==> config.mk <==
export PLATFORM = sky130hd
export DESIGN_NAME = flag_bus_seq
export DESIGN_NICKNAME = d
export VERILOG_FILES = /design/src/rtl/flagseq_pkg.sv /design/src/rtl/fbs_poll_seq.sv /design/src/rtl/fbs_dir_sel.sv /design/src/rtl/fbs_flag_mux.sv /design/src/rtl/flag_bus_seq.sv
export SDC_FILE = /design/constraint.sdc
export NUM_CORES = 1
export LEC_CHECK = 0
export BUFFER_PORTS_ARGS = -buffer_cell sky130_fd_sc_hd__buf_2
export CORE_MARGIN = 3
export CORE_UTILIZATION = 41
export DETAILED_ROUTE_END_ITERATION = 12
export GPL_TIMING_DRIVEN = 1
export PLACE_DENSITY = 0.78
export SLEW_MARGIN = 15
export SYNTH_ARGS = -nofsm -noshare
export SYNTH_HDL_FRONTEND = slang
export SYNTH_SLANG_ARGS = --single-unit
==> constraint.sdc <==
create_clock -name clk_w -period 2.26 [get_ports clk_w]
set_clock_uncertainty 0.1 [all_clocks]
set_input_delay 0.339 -clock clk_w [delete_from_list [all_inputs] [get_ports clk_w]]
set_output_delay 0.339 -clock clk_w [all_outputs]
set_load 0.005 [all_outputs]
==> src/rtl/flagseq_pkg.sv <==
// Package: shared types for the flag bus sequencer.
// Assumes: the mode input is static between resets.
package flagseq_pkg;
    typedef enum logic {
        MODE_DIRECT = 1'b0,
        MODE_POLLED = 1'b1
    } fmode_e;

    // Number of bits needed to index n items (at least one).
    function automatic int idx_bits(input int n);
        return (n <= 2) ? 1 : $clog2(n);
    endfunction
endpackage

==> src/rtl/fbs_poll_seq.sv <==
// Module: fbs_poll_seq
// Holds the polled-mode rotation state: whether this device owns the bus and
// which quadrant it shows. It gives the next-state values to the bus register.
// Assumes: en is static between resets; tok_in is synchronous to clk.
module fbs_poll_seq #(
    parameter int QUADS  = 4,
    parameter int QSEL_W = 2
) (
    input  logic              clk,
    input  logic              rst_n,
    input  logic              en,
    input  logic              is_master,
    input  logic              tok_in,
    output logic              nxt_act,
    output logic [QSEL_W-1:0] nxt_idx,
    output logic              sync,
    output logic              tok_out
);
    localparam logic [QSEL_W-1:0] LAST = QSEL_W'(QUADS - 1);

    logic              act_q;
    logic [QSEL_W-1:0] idx_q;
    logic              boot_q;
    logic              start;

    // Start of a rotation: token arrival or master's first edge.
    assign start = tok_in | (boot_q & is_master);

    // Next rotation state: restart, step, or release after the last quadrant.
    always_comb begin
        nxt_act = act_q;
        nxt_idx = idx_q;
        if (!en) begin
            nxt_act = 1'b0;
            nxt_idx = '0;
        end else if (start) begin
            nxt_act = 1'b1;
            nxt_idx = '0;
        end else if (act_q) begin
            if (idx_q == LAST) begin
                nxt_act = 1'b0;
            end else begin
                nxt_idx = idx_q + 1'b1;
            end
        end
    end

    // Rotation state registers with synchronous reset.
    always_ff @(posedge clk) begin
        if (!rst_n) begin
            act_q  <= 1'b0;
            idx_q  <= '0;
            boot_q <= 1'b1;
        end else begin
            act_q  <= nxt_act;
            idx_q  <= nxt_idx;
            boot_q <= 1'b0;
        end
    end

    // Markers for the first and last quadrant on the bus.
    assign sync    = en & act_q & (idx_q == '0);
    assign tok_out = en & act_q & (idx_q == LAST);
endmodule

==> src/rtl/fbs_dir_sel.sv <==
// Module: fbs_dir_sel
// Holds the quadrant chosen in direct mode. A strobe loads the quadrant field
// of the address. In polled mode the strobe is ignored.
// Assumes: the quadrant field is the top QSEL_W bits of the address.
module fbs_dir_sel #(
    parameter int ADDR_W = 5,
    parameter int QSEL_W = 2
) (
    input  logic              clk,
    input  logic              rst_n,
    input  logic              en,
    input  logic              strobe,
    input  logic [ADDR_W-1:0] wr_addr,
    output logic [QSEL_W-1:0] nxt_sel
);
    logic [QSEL_W-1:0] sel_q;

    // Next selection: strobe in direct mode takes the address quadrant.
    always_comb begin
        nxt_sel = sel_q;
        if (en && strobe) begin
            nxt_sel = wr_addr[ADDR_W-1 -: QSEL_W];
        end
    end

    // Selection register with synchronous reset to the first quadrant.
    always_ff @(posedge clk) begin
        if (!rst_n) begin
            sel_q <= '0;
        end else begin
            sel_q <= nxt_sel;
        end
    end
endmodule

==> src/rtl/fbs_flag_mux.sv <==
// Module: fbs_flag_mux
// Cuts the flag vector into quadrant slices and registers the chosen slice onto
// the bus. When not shown, the bus idles at all ones and the enable is low.
// Assumes: QUEUES is a multiple of QUADS.
module fbs_flag_mux #(
    parameter int QUEUES = 32,
    parameter int QUADS  = 4,
    parameter int QSEL_W = 2,
    parameter int GRP    = QUEUES / QUADS
) (
    input  logic              clk,
    input  logic              rst_n,
    input  logic [QUEUES-1:0] afull_n,
    input  logic              show,
    input  logic [QSEL_W-1:0] quad,
    output logic [GRP-1:0]    flag_bus,
    output logic              flag_oe
);
    logic [GRP-1:0] slice [QUADS];
    logic [GRP-1:0] pick;

    // One slice per quadrant.
    for (genvar g = 0; g < QUADS; g++) begin : g_slice
        assign slice[g] = afull_n[g*GRP +: GRP];
    end

    // Pick the slice of the requested quadrant.
    always_comb begin
        pick = '1;
        for (int k = 0; k < QUADS; k++) begin
            if (quad == QSEL_W'(k)) pick = slice[k];
        end
    end

    // Bus and enable registers; idle value is all ones.
    always_ff @(posedge clk) begin
        if (!rst_n) begin
            flag_bus <= '1;
            flag_oe  <= 1'b0;
        end else begin
            flag_bus <= show ? pick : '1;
            flag_oe  <= show;
        end
    end
endmodule

==> src/rtl/flag_bus_seq.sv <==
// Module: flag_bus_seq (top)
// Drives one quadrant of active-low almost-full flags onto a shared bus.
// The quadrant comes either from a strobed address (direct) or from a token-ring
// rotation (polled).
// Assumes: mode_polled and is_master are static between resets.
module flag_bus_seq
    import flagseq_pkg::*;
#(
    parameter int QUEUES = 32,
    parameter int QUADS  = 4,
    parameter int GRP    = QUEUES / QUADS,
    parameter int ADDR_W = idx_bits(QUEUES),
    parameter int QSEL_W = idx_bits(QUADS)
) (
    input  logic              clk_w,
    input  logic              rst_n,
    input  logic [QUEUES-1:0] afull_n,
    input  logic [ADDR_W-1:0] wr_addr,
    input  logic              strobe,
    input  logic              mode_polled,
    input  logic              is_master,
    input  logic              tok_in,
    output logic [GRP-1:0]    flag_bus,
    output logic              flag_oe,
    output logic              sync,
    output logic              tok_out
);
    fmode_e            mode;
    logic              p_act;
    logic [QSEL_W-1:0] p_idx;
    logic [QSEL_W-1:0] d_sel;
    logic              show;
    logic [QSEL_W-1:0] quad;

    assign mode = fmode_e'(mode_polled);

    fbs_poll_seq #(.QUADS(QUADS), .QSEL_W(QSEL_W)) u_poll (
        .clk(clk_w), .rst_n(rst_n), .en(mode == MODE_POLLED),
        .is_master(is_master), .tok_in(tok_in),
        .nxt_act(p_act), .nxt_idx(p_idx), .sync(sync), .tok_out(tok_out)
    );

    fbs_dir_sel #(.ADDR_W(ADDR_W), .QSEL_W(QSEL_W)) u_dir (
        .clk(clk_w), .rst_n(rst_n), .en(mode == MODE_DIRECT),
        .strobe(strobe), .wr_addr(wr_addr), .nxt_sel(d_sel)
    );

    // Quadrant source and bus ownership by mode.
    always_comb begin
        if (mode == MODE_POLLED) begin
            show = p_act;
            quad = p_idx;
        end else begin
            show = 1'b1;
            quad = d_sel;
        end
    end

    fbs_flag_mux #(.QUEUES(QUEUES), .QUADS(QUADS), .QSEL_W(QSEL_W), .GRP(GRP)) u_mux (
        .clk(clk_w), .rst_n(rst_n), .afull_n(afull_n), .show(show), .quad(quad),
        .flag_bus(flag_bus), .flag_oe(flag_oe)
    );
endmodule

[Word-level counts from Yosys, hierarchy flattened]
Index checks and enable logic that the tools add are counted.
W data, S select, Z words.
Storage, ports and cells
  word-level logic and storage cells: 37
  register bits after elaboration: 15
Operators by class
  equal/unequal tests: 4
  $add $sub $neg: 1
  bitwise logic cells: 6
  reduce and logical (&&, ||, !) cells: 4
  muxes and demuxes: 16
Operator list (number)
  $mux W8: 4
  $mux W2: 6
  $eq A2 B2 Y1 const B: 3
  $mux W1: 6
  $and A1 B1 Y1: 4
  $logic_not A2 Y1: 2
  $add A2 B1 Y2 const B: 1
  $eq A2 B1 Y1 const B: 1
  $reduce_and A2 Y1: 1
  $logic_and A1 B1 Y1: 1
  $not A1 Y1: 1
  $or A1 B1 Y1: 1

[Longest topological paths before layout]
  depth in word-level cells: 11
  mapped depth: 6

[By module]
A second synthesis with hierarchy kept.
Second synthesis, totals
  cell total of the unflattened synthesis: 79
  area total of the unflattened synthesis: 787.0 um2
Modules (own cells, without submodules)
  fbs_flag_mux: cells each 40, area each 460.4 um2, times used 1, seq. area each 180.2 um2
  fbs_poll_seq: cells each 23, area each 180.2 um2, times used 1, seq. area each 80.1 um2
  fbs_dir_sel: cells each 12, area each 113.9 um2, times used 1, seq. area each 40.0 um2
  flag_bus_seq: cells each 4, area each 32.5 um2, times used 1, seq. area each 0.0 um2

[Worst setup path before layout]
No wires, ideal clock.
  path kind: input-to-reg
  start point: input port is_master
  end point: register u_mux.flag_bus[0]
  stages: 6
  arrival: 1.515 ns
  path slack: 0.508 ns
  buffers on the path: 1
  library setup time: 0.137 ns
  path through: and2_1 -> o32ai_4 -> buf_8 -> mux2i_1 -> mux2_4 -> nand2_1
On the way
  cells in the longest elaborated chain, start to end: 10
  elaborated cells between the ends (all ways): 17
  classes of those cells: 3 x eq/ne; 10 x mux; 2 x bitwise; 2 x reduce/logical
Ends and longest elaborated chain
  from (decl): line flag_bus_seq.sv:21  | input logic is_master,
  $and A1 B1 Y1 *: line fbs_poll_seq.sv:27  | assign start = tok_in | (boot_q & is_master);
  $or A1 B1 Y1 *: line fbs_poll_seq.sv:27
  $mux W2: line fbs_poll_seq.sv:36  | end else if (start) begin
  $mux W2: line fbs_poll_seq.sv:33  | if (!en) begin
  $mux W2: line flag_bus_seq.sv:50  | if (mode == MODE_POLLED) begin
  $logic_not A2 Y1: line fbs_flag_mux.sv:31  | if (quad == QSEL_W'(k)) pick = slice[k];
  $mux W8 (4 in series): line fbs_flag_mux.sv:31
  to (signal assigned): line fbs_flag_mux.sv:41  | flag_bus <= show ? pick : '1;
  to (decl): line fbs_flag_mux.sv:16  | output logic [GRP-1:0] flag_bus,
Mark *: on every way between the ends. The rest lies on a longest branch, timed or not.
A chain may end at the register's enable or synchronous reset.

[Worst setup path after layout]
  start point: register u_poll.idx_q[0]
  end point: register u_mux.flag_bus[1]
On the way
  cells in the longest elaborated chain, start to end: 11
  elaborated cells between the ends (all ways): 21
  classes of those cells: 1 x add/sub; 4 x eq/ne; 14 x mux; 2 x reduce/logical
Ends and longest elaborated chain
  from (decl): line fbs_poll_seq.sv:22  | logic [QSEL_W-1:0] idx_q;
  from (signal assigned): line fbs_poll_seq.sv:56  | idx_q <= nxt_idx;
  $add A2 B1 Y2 / $eq A2 B2 Y1 (equally long branches): line fbs_poll_seq.sv:43, fbs_poll_seq.sv:40
  $mux W2: line fbs_poll_seq.sv:40  | if (idx_q == LAST) begin
  $mux W2: line fbs_poll_seq.sv:39  | end else if (act_q) begin
  $mux W2: line fbs_poll_seq.sv:36
  $mux W2: line fbs_poll_seq.sv:33
  $mux W2: line flag_bus_seq.sv:50
  $logic_not A2 Y1: line fbs_flag_mux.sv:31
  $mux W8 (4 in series): line fbs_flag_mux.sv:31
Several ways; a longest one is shown, not always the timed one.

==> results.cfg <==
[critical_path]
crit_slowest_cell = dfxtp_1
critPathLaunchType = register
ff2ff_setup_slack_ns = 0.33
regToRegEndpoint = u_mux.flag_bus[1]
crit_path_cell_trace = a21oi_2 > o32ai_4 > buf_4 > mux2i_1 > mux2_4 > nand2_1
r2r_cells = 6
critPathArrivalTime_ns = 1.98
cp_num_cells = 6
slowest_delay_ns = 0.47
reg2reg_from = u_poll.idx_q[0]
crit_family = compound AO/OA/AOI/OAI gates
worst-setup-path-type = reg -> reg
endpoint_kind = register
cp_max_fo = 8
crit_buf_inv = 1
cp_data_required_time_ns = 2.30

[die]
die_height_um = 51.3
die_w_um = 51.3
core-area_um2 = 1820
io_pins = 54
initial_utilization = 0.462
rows = 15
die-area_um2 = 2630

[detailed_routing]
met1Wirelength_um = 704
vias = 817
wl_per_cell_um = 12.4
maxUsedRoutingLayer = met3
met3_length_um = 142
via_per_inst = 5.01
drcViolationCount = 0
wl_um = 2020
drtAntennaViolNets = 0
dr.pass1.iters = 4
drtIter0Drc = 37
route.met2.wl_um = 1170

[sta]
max_slew_margin = 0.538
setup_viol = 0
slew_violations = 0
hold_ws_ns = 0.187
tightest_slew_ns = 0.693
fin_crit_sh = 0.855
fmax_mhz = 517
fin_crit_ns = 1.93
final.setup.tns_ns = 0
rsz0062_at_grt = false
final-hold-violation-count = 0

[clock_network]
path_clk_slew_ns = 0.09
cts_setup_buffers = 0
cts_buffer_depth = 2
cts_resized = 0
numCtsBuffers = 3
root_buffer = clkbuf_4
cts_max_level = 1
cts_tree = yes
ctsHoldBuffers = 0
clk_latency_ns = 0.27
cts_sinks = 15

[synth]
netlist_instances = 85
netlist_area_um2 = 841
ys_ff_latch = 15
synth.distinct_cells = 31
syn_nets = 128
yosysSeqAreaShare = 0.357
avgSynthCellArea_um2 = 9.89
ys.warnings.count = 0

[job]
maxCapViolations = 0

[place]
place_congestion = 0.796
io_buffer_count = 50
place.detailed.hpwl_um = 1660

[grt]
grt.total_usage = 0.168
grt_max_degree = 13
gr-total-overflow = 0
first_global_vias = 828
antenna_found_initial = 0
grt_pass1_wl_um = 3370

[pwr]
ir_worst_vdd_mv = 0.361
powerDensity_nw_per_um2 = 507
power_w = 0.000579
p_leak_nw = 0.552

[worst_hold_path]
whs_path_depth = 2
min_to = u_poll.boot_q
hp-start = rst_n
hp-class = in -> reg

[finish]
layout_commonest_cell = buf_2
final_cell_mix = buf_2, dfxtp_1, mux2i_1
nNetsFinal = 182
diodes = 0
area_growth_pct = 35.7
drive_above_1_share = 0.493

[status]
outcome = finished clean
cell usage after synthesis:
master	instances	area [µm²]
o32ai_4	1	27.5
or2_1	1	6.26
nand2_1	8	30.0
and4_2	1	10.0
and3_1	1	6.26
dfxtp_1	15	300
clkbuf_1	1	3.75
buf_2	1	5.00
o21ai_0	1	5.00
or2_0	1	6.26
mux2i_1	14	140
a222oi_1	3	30.0
a21oi_2	1	8.76
mux2_4	4	60.1
inv_1	5	18.8
and2_1	1	6.26
nor3_1	1	5.00
a31oi_1	1	6.26
nand3b_1	4	30.0
nand2b_1	1	6.26
a21oi_1	3	15.0
nor2b_1	1	6.26
nand3_1	2	10.0
mux2_2	1	11.3
or3_2	1	7.51
and3b_2	2	20.0
o2111ai_1	1	8.76
nor2_1	4	15.0
a211o_2	1	10.0
o21ai_1	2	10.0
buf_8	1	15.0
worst max-delay path by stage:
stage / endpoint / slack, ns / startpoint
2_1_floorplan: u_mux.flag_bus[0] / 0.51 / is_master
3_3_place_gp: u_mux.flag_bus[6] / 0.37 / strobe
3_5_place_dp: u_mux.flag_bus[1] / 0.27 / mode_polled
4_1_cts: u_mux.flag_bus[1] / 0.33 / u_poll.idx_q[0]
5_1_grt: u_mux.flag_bus[5] / 0.12 / u_poll.idx_q[0]
6_report: u_mux.flag_bus[1] / 0.33 / u_poll.idx_q[0]
final cells by class:
| class | count | area [µm²] |
|---|---|---|
| flip-flops and latches | 15 | 300 |
| inverters | 5 | 18.8 |
| clock inverters | 1 | 5.00 |
| fillers | 166 | 679 |
| clock buffers | 3 | 22.5 |
| repair buffers | 52 | 265 |
| multi-input cells | 62 | 498 |
| well taps | 25 | 31.3 |
power breakdown:
part	internal, W	leakage [nW]	switching (W)
combinational	0.0000792	0.410	0.0000609
sequential	0.000282	0.124	0.00000658
clock	0.0000655	0.0177	0.0000851
total	0.000426	0.552	0.000153
state kept, by name (all words and copies together), names as in the netlist:
signal and cells:
u_poll.act_q 1, u_mux.flag_oe 1, u_mux.flag_bus 8, u_poll.idx_q 2, u_dir.sel_q 2, u_poll.boot_q 1
per-layer routing:
| layer | vias to the layer above | track usage |
|---|---|---|
| li1 | 413 | - |
| met1 | 372 | 0.158 |
| met2 | 32 | 0.333 |
| met3 | 0 | 0.0496 |
| met4 | 0 | 0.0655 |
| met5 | - | 0 |
per-stage QoR:
| step | cell area, µm² | std cells | utilization | worst slack, ns |
|---|---|---|---|---|
| finish | 1140 | 163 | 0.627 | 0.327 |
| global placement | 1110 | 159 | 0.612 | 0.374 |
| floorplan | 841 | 85 | - | 0.508 |
| CTS | 1140 | 163 | 0.627 | 0.326 |
| global route | 1140 | 163 | 0.627 | 0.120 |
| detailed placement | 1110 | 159 | 0.612 | 0.272 |
cell families (layout without fill, tap and decap cells):
| logic type | count (synthesis) | after routing | share of synthesized area |
|---|---|---|---|
| simple gates | 29 | 29 | 0.196 |
| mux | 19 | 19 | 0.251 |
| compound gates | 14 | 14 | 0.144 |
| flops | 15 | 15 | 0.357 |
| buf+inv | 8 | 61 | 0.0506 |
Note: power is estimated with default switching activity, not from simulation.
